## config.mk

```make
export PLATFORM = sky130hd
export DESIGN_NAME = loopCtlGen
export DESIGN_NICKNAME = d
export VERILOG_FILES = /design/src/rtl/loopCtlPkg.sv /design/src/rtl/lcgSliceAdder.sv /design/src/rtl/lcgDatapath.sv /design/src/rtl/lcgControl.sv /design/src/rtl/loopCtlGen.sv
export SDC_FILE = /design/constraint.sdc
export NUM_CORES = 1
export LEC_CHECK = 0
export BUFFER_PORTS_ARGS = -buffer_cell sky130_fd_sc_hd__buf_4
export CORE_MARGIN = 4
export CORE_UTILIZATION = 45
export DETAILED_ROUTE_END_ITERATION = 10
export GPL_ROUTABILITY_DRIVEN = 0
export GPL_TIMING_DRIVEN = 0
export PLACE_DENSITY = 0.67
export SLEW_MARGIN = 20
export SYNTH_ARGS = -nofsm -noshare
export SYNTH_HDL_FRONTEND = slang
export SYNTH_SLANG_ARGS = --single-unit
```

## constraint.sdc

```tcl
create_clock -name clk -period 4.53 [get_ports clk]
set_input_delay 0.2265 -clock clk [delete_from_list [all_inputs] [get_ports clk]]
set_output_delay 0.2265 -clock clk [all_outputs]
set_load 0.02 [all_outputs]
```

## src/rtl/loopCtlPkg.sv

```systemverilog
package loopCtlPkg;
  localparam int SLICE_W = 8;

  typedef struct packed {
    logic inc;
    logic clr;
  } ctlStrobe_t;

  typedef enum logic [1:0] {
    ST_EVAL  = 2'd0,
    ST_ITER  = 2'd1,
    ST_DONE  = 2'd2
  } ringState_t;
endpackage

```

## src/rtl/lcgSliceAdder.sv

```systemverilog
module lcgSliceAdder #(
  parameter int W = 8
) (
  input  logic [W-1:0] a,
  input  logic         cin,
  output logic [W-1:0] sum,
  output logic         cout
);
  logic [W:0] full;
  always_comb begin
    full = {1'b0, a} + {{W{1'b0}}, cin};
    sum  = full[W-1:0];
    cout = full[W];
  end
endmodule

```

## src/rtl/lcgDatapath.sv

```systemverilog
module lcgDatapath
  import loopCtlPkg::*;
#(
  parameter int CNT_W = 16
) (
  input  logic             clk,
  input  logic             rst_n,
  input  logic [CNT_W-1:0] loopLimit,
  input  ctlStrobe_t       strobes,
  output logic             cntBelow,
  output logic [CNT_W-1:0] cnt
);
  localparam int NSLICE = CNT_W / SLICE_W;

  logic [NSLICE:0]     carry;
  logic [CNT_W-1:0]    incSum;

  assign carry[0] = 1'b1;

  for (genvar s = 0; s < NSLICE; s++) begin : gSlice
    lcgSliceAdder #(.W(SLICE_W)) uAdd (
      .a    (cnt[s*SLICE_W +: SLICE_W]),
      .cin  (carry[s]),
      .sum  (incSum[s*SLICE_W +: SLICE_W]),
      .cout (carry[s+1])
    );
  end

  always_ff @(posedge clk) begin
    if (!rst_n)           cnt <= '0;
    else if (strobes.clr) cnt <= '0;
    else if (strobes.inc) cnt <= incSum;
  end

  assign cntBelow = (cnt < loopLimit);


  ripple_inc_chk: assert property (@(posedge clk) disable iff (!rst_n)
    strobes.inc && !strobes.clr |=> cnt == $past(cnt) + 1'b1);


  restart_zero_chk: assert property (@(posedge clk) disable iff (!rst_n)
    strobes.clr |=> cnt == '0);
endmodule

```

## src/rtl/lcgControl.sv

```systemverilog
module lcgControl
  import loopCtlPkg::*;
(
  input  logic       clk,
  input  logic       rst_n,
  input  logic       cntBelow,
  input  logic       iterReady,
  input  logic       doneReady,
  output logic       iterValid,
  output logic       doneValid,
  output ctlStrobe_t strobes
);
  ringState_t state, stateNext;

  always_comb begin
    stateNext   = state;
    strobes.inc = 1'b0;
    strobes.clr = 1'b0;
    unique case (state)
      ST_EVAL: stateNext = cntBelow ? ST_ITER : ST_DONE;
      ST_ITER: if (iterReady) begin
        strobes.inc = 1'b1;
        stateNext   = ST_EVAL;
      end
      ST_DONE: if (doneReady) begin
        strobes.clr = 1'b1;
        stateNext   = ST_EVAL;
      end
      default: stateNext = ST_EVAL;
    endcase
  end

  always_ff @(posedge clk) begin
    if (!rst_n) state <= ST_EVAL;
    else        state <= stateNext;
  end

  assign iterValid = (state == ST_ITER);
  assign doneValid = (state == ST_DONE);


  iter_hold_chk: assert property (@(posedge clk) disable iff (!rst_n)
    iterValid && !iterReady |=> iterValid);


  done_hold_chk: assert property (@(posedge clk) disable iff (!rst_n)
    doneValid && !doneReady |=> doneValid);


  one_token_chk: assert property (@(posedge clk) disable iff (!rst_n)
    $onehot0({iterValid, doneValid}));


  reeval_gap_chk: assert property (@(posedge clk) disable iff (!rst_n)
    (iterValid && iterReady) || (doneValid && doneReady) |=> !iterValid && !doneValid);
endmodule

```

## src/rtl/loopCtlGen.sv

```systemverilog
module loopCtlGen
  import loopCtlPkg::*;
#(
  parameter int CNT_W = 16
) (
  input  logic             clk,
  input  logic             rst_n,
  input  logic [CNT_W-1:0] loopLimit,
  output logic             iterValid,
  input  logic             iterReady,
  output logic             doneValid,
  input  logic             doneReady
);
  ctlStrobe_t       strobes;
  logic             cntBelow;
  logic [CNT_W-1:0] cnt;

  initial begin
    width_multiple_chk: assert (CNT_W % SLICE_W == 0 && CNT_W >= SLICE_W);
  end

  lcgDatapath #(.CNT_W(CNT_W)) uPath (
    .clk       (clk),
    .rst_n     (rst_n),
    .loopLimit (loopLimit),
    .strobes   (strobes),
    .cntBelow  (cntBelow),
    .cnt       (cnt)
  );

  lcgControl uCtl (
    .clk       (clk),
    .rst_n     (rst_n),
    .cntBelow  (cntBelow),
    .iterReady (iterReady),
    .doneReady (doneReady),
    .iterValid (iterValid),
    .doneValid (doneValid),
    .strobes   (strobes)
  );


  limit_reached_chk: assert property (@(posedge clk) disable iff (!rst_n)
    doneValid && $stable(loopLimit) |-> cnt >= loopLimit);


  zero_limit_chk: assert property (@(posedge clk) disable iff (!rst_n)
    loopLimit == '0 && $stable(loopLimit) |-> !iterValid);
endmodule

```

==> results.cfg <==
[status]
run_status = complete, no violations

[drt]
wire_per_inst_um = 12.0
finalWirelength_um = 2280
num_vias = 1007
drt_iter0_markers = 21
ant_nets = 0
viasPerCell = 5.30
route.detailed.drc = 0
drt-pass1-iter-count = 4

[floorplan]
initial_core_util = 0.468
die_x_um = 58.5
io-pin-count = 22
dieArea_sq_um = 3420
rows = 18
dieHeight_um = 58.5
core_sq_um = 2450

[yosys]
ys_ff_latch = 18
syn_area_sq_um = 1150
yosysUniqueCellTypes = 27
yosysSeqAreaShare = 0.314
syn_avg_cell_area_sq_um = 8.45
yosys_warnings = 0
synth_cells = 136
synth_nets = 174

[global_routing]
met3_usage = 0.0197
met2_usage = 0.260
met1_usage = 0.183
gr-total-overflow = 0
grt_pass1_wl_um = 4020
top_usage_layer = met2
grt_pass1_vias = 1006
grt_start_max_net_pins = 11
antenna_found_initial = 0
grt.total_usage = 0.147

[clocking]
clk_pin_slew_ns = 0.10
tritoncts = yes
post_cts_resized = 0
clock_sink_count = 18
clkLatencyLatePin_ns = 0.30
cts_setup_buffers = 0
cts_buffers = 3
cts_htree_levels = 1
cts-root-buf = clkbuf_4
cts_buffer_depth = 2
hold_buffers = 0

[sta]
period_share = 0.423
rsz0062_at_grt = no
finalSetupViolations = 0
setup_tns_ns = 0
max_freq_mhz = 522
hold_viol_final = 0
slew_headroom = 0.706
min_period_ns = 1.91
drv_slew = 0
fin_skew_ns = 0.00176
tightest_slew_ns = 0.430

[flow_run]
cap_violations = 0

[critical_path]
r2r_start = uPath.cnt[7]
crit_path_start = uPath.cnt[7]
worst-path-max-fanout = 4
required_ns = 4.78
crit_type = flop to flop
start_kind = flop
critPathCaptureType = flop
worstPathArrival_ns = 2.16

[cells_and_area]
fin_area_sq_um = 1370
antenna_cells = 0
drive_above_1_share = 0.156
areaGrowthSynthToFinish_pct = 19.0
nNetsFinal = 200

[min_path]
min_path_type = input pin to flop
hold_start = rst_n

[power]
p_per_area_nw_per_um2 = 208
vdd_drop_max_mv = 0.232
power.leakage_nw = 0.663
power.total_uw = 285

[place]
place_hpwl_um = 1870
dpl_cell_area_sq_um = 1340
io_buffers = 21
==> worst paths after layout <==
check | endpoint | slack (ns) | cells after the start
max | uCtl.state[1] | 2.62 | 6
max reg2reg | uCtl.state[1] | 2.62 | 6
min | uCtl.state[1] | 0.18 | 2
min reg2reg | uPath.cnt[7] | 0.54 | 2
==> worst max-delay path, cell delays in order (launching register included) <==
cell,delay (ns)
dfxtp_1,0.36
ha_1,0.34
nand3_1,0.10
or3_1,0.37
or4_1,0.40
nand4_1,0.15
a31o_1,0.15
==> cells by family after synthesis <==
family          count (synthesis)  share of synthesized area
simple gates                   54                      0.242
mux                             3                     0.0261
compound gates                 15                     0.0795
buf+inv                        17                     0.0588
xor+xnor                       11                     0.0839
fa+ha+maj                      18                      0.196
flops                          18                      0.314
==> cells in the final DEF, fill, tap and decap left out <==
master and count:
buf_4 22, nor2_1 18, ha_1 18, dfxtp_1 18
inv_1 15, nand4_1 9, xor2_1 9, nand2_1 7
a21oi_1 6, nand3_1 5, o21ai_0 5, nor2b_1 3
mux2i_1 3, or3_1 3, clkbuf_4 3, and3_1 2
and3b_1 2, xnor2_1 2, clkbuf_1 1, and4_1 1
a311o_1 1, nand2b_1 1, a2111oi_0 1, nor3_1 1
or4_1 1, a311oi_1 1, a31o_1 1, nand3b_1 1
==> final cells by class <==
class                      instances  area [sq um]
fill                             247          1090
buffer                             2          11.3
tap                               30          37.5
multi-input combinational        101           721
inverter                          15          56.3
clock buffer                       3          22.5
sequential                        18           360
timing repair buffer              21           158
==> metrics by stage <==
| step | std cells | utilization | worst slack, ns | hold WS, ns |
|---|---|---|---|---|
| 6_report | 190 | 0.557 | 2.62 | 0.180 |
| 5_1_grt | 190 | 0.557 | 2.50 | 0.200 |
| 4_1_cts | 190 | 0.557 | 2.62 | 0.181 |
| 3_5_place_dp | 187 | 0.547 | 2.64 | 0.490 |
| 3_3_place_gp | 187 | 0.547 | 2.64 | 0.476 |
| 2_1_floorplan | 136 | - | 2.82 | 0.361 |
==> flip-flops by register name (all words and copies together) (netlist names) <==
register / cells
uPath.cnt: 16
uCtl.state: 2
==> Yosys cell counts <==
cell type	number	share of area
nor3_1	1	0.0044
or4_1	1	0.0065
a311o_1	1	0.0087
nand2_1	7	0.023
ha_1	18	0.20
and3b_1	2	0.015
xor2_1	9	0.069
nand4_1	9	0.049
xnor2_1	2	0.015
inv_1	15	0.049
buf_4	1	0.0065
nand2b_1	1	0.0055
mux2i_1	3	0.026
a311oi_1	1	0.0076
o21ai_0	5	0.022
clkbuf_1	1	0.0033
nor2b_1	3	0.016
a2111oi_0	1	0.0076
and3_1	2	0.011
and4_1	1	0.0076
nand3_1	5	0.022
a21oi_1	6	0.026
nor2_1	18	0.059
or3_1	3	0.016
dfxtp_1	18	0.31
a31o_1	1	0.0076
nand3b_1	1	0.0065
==> where the power goes <==
part	switching [mW]	internal (mW)	total (mW)
combinational	0.0186	0.0220	0.0405
clock	0.0506	0.0310	0.0816
sequential	0.00223	0.160	0.163
==> routing by layer <==
metal	up-vias	share of wire	wire length, um
met2	15	0.47	1080
met3	2	0.041	94
li1	526	-	-
met1	464	0.47	1080
met5	-	0	0
met4	0	0.011	25
No activity file was read; power rests on OpenSTA's default activity.
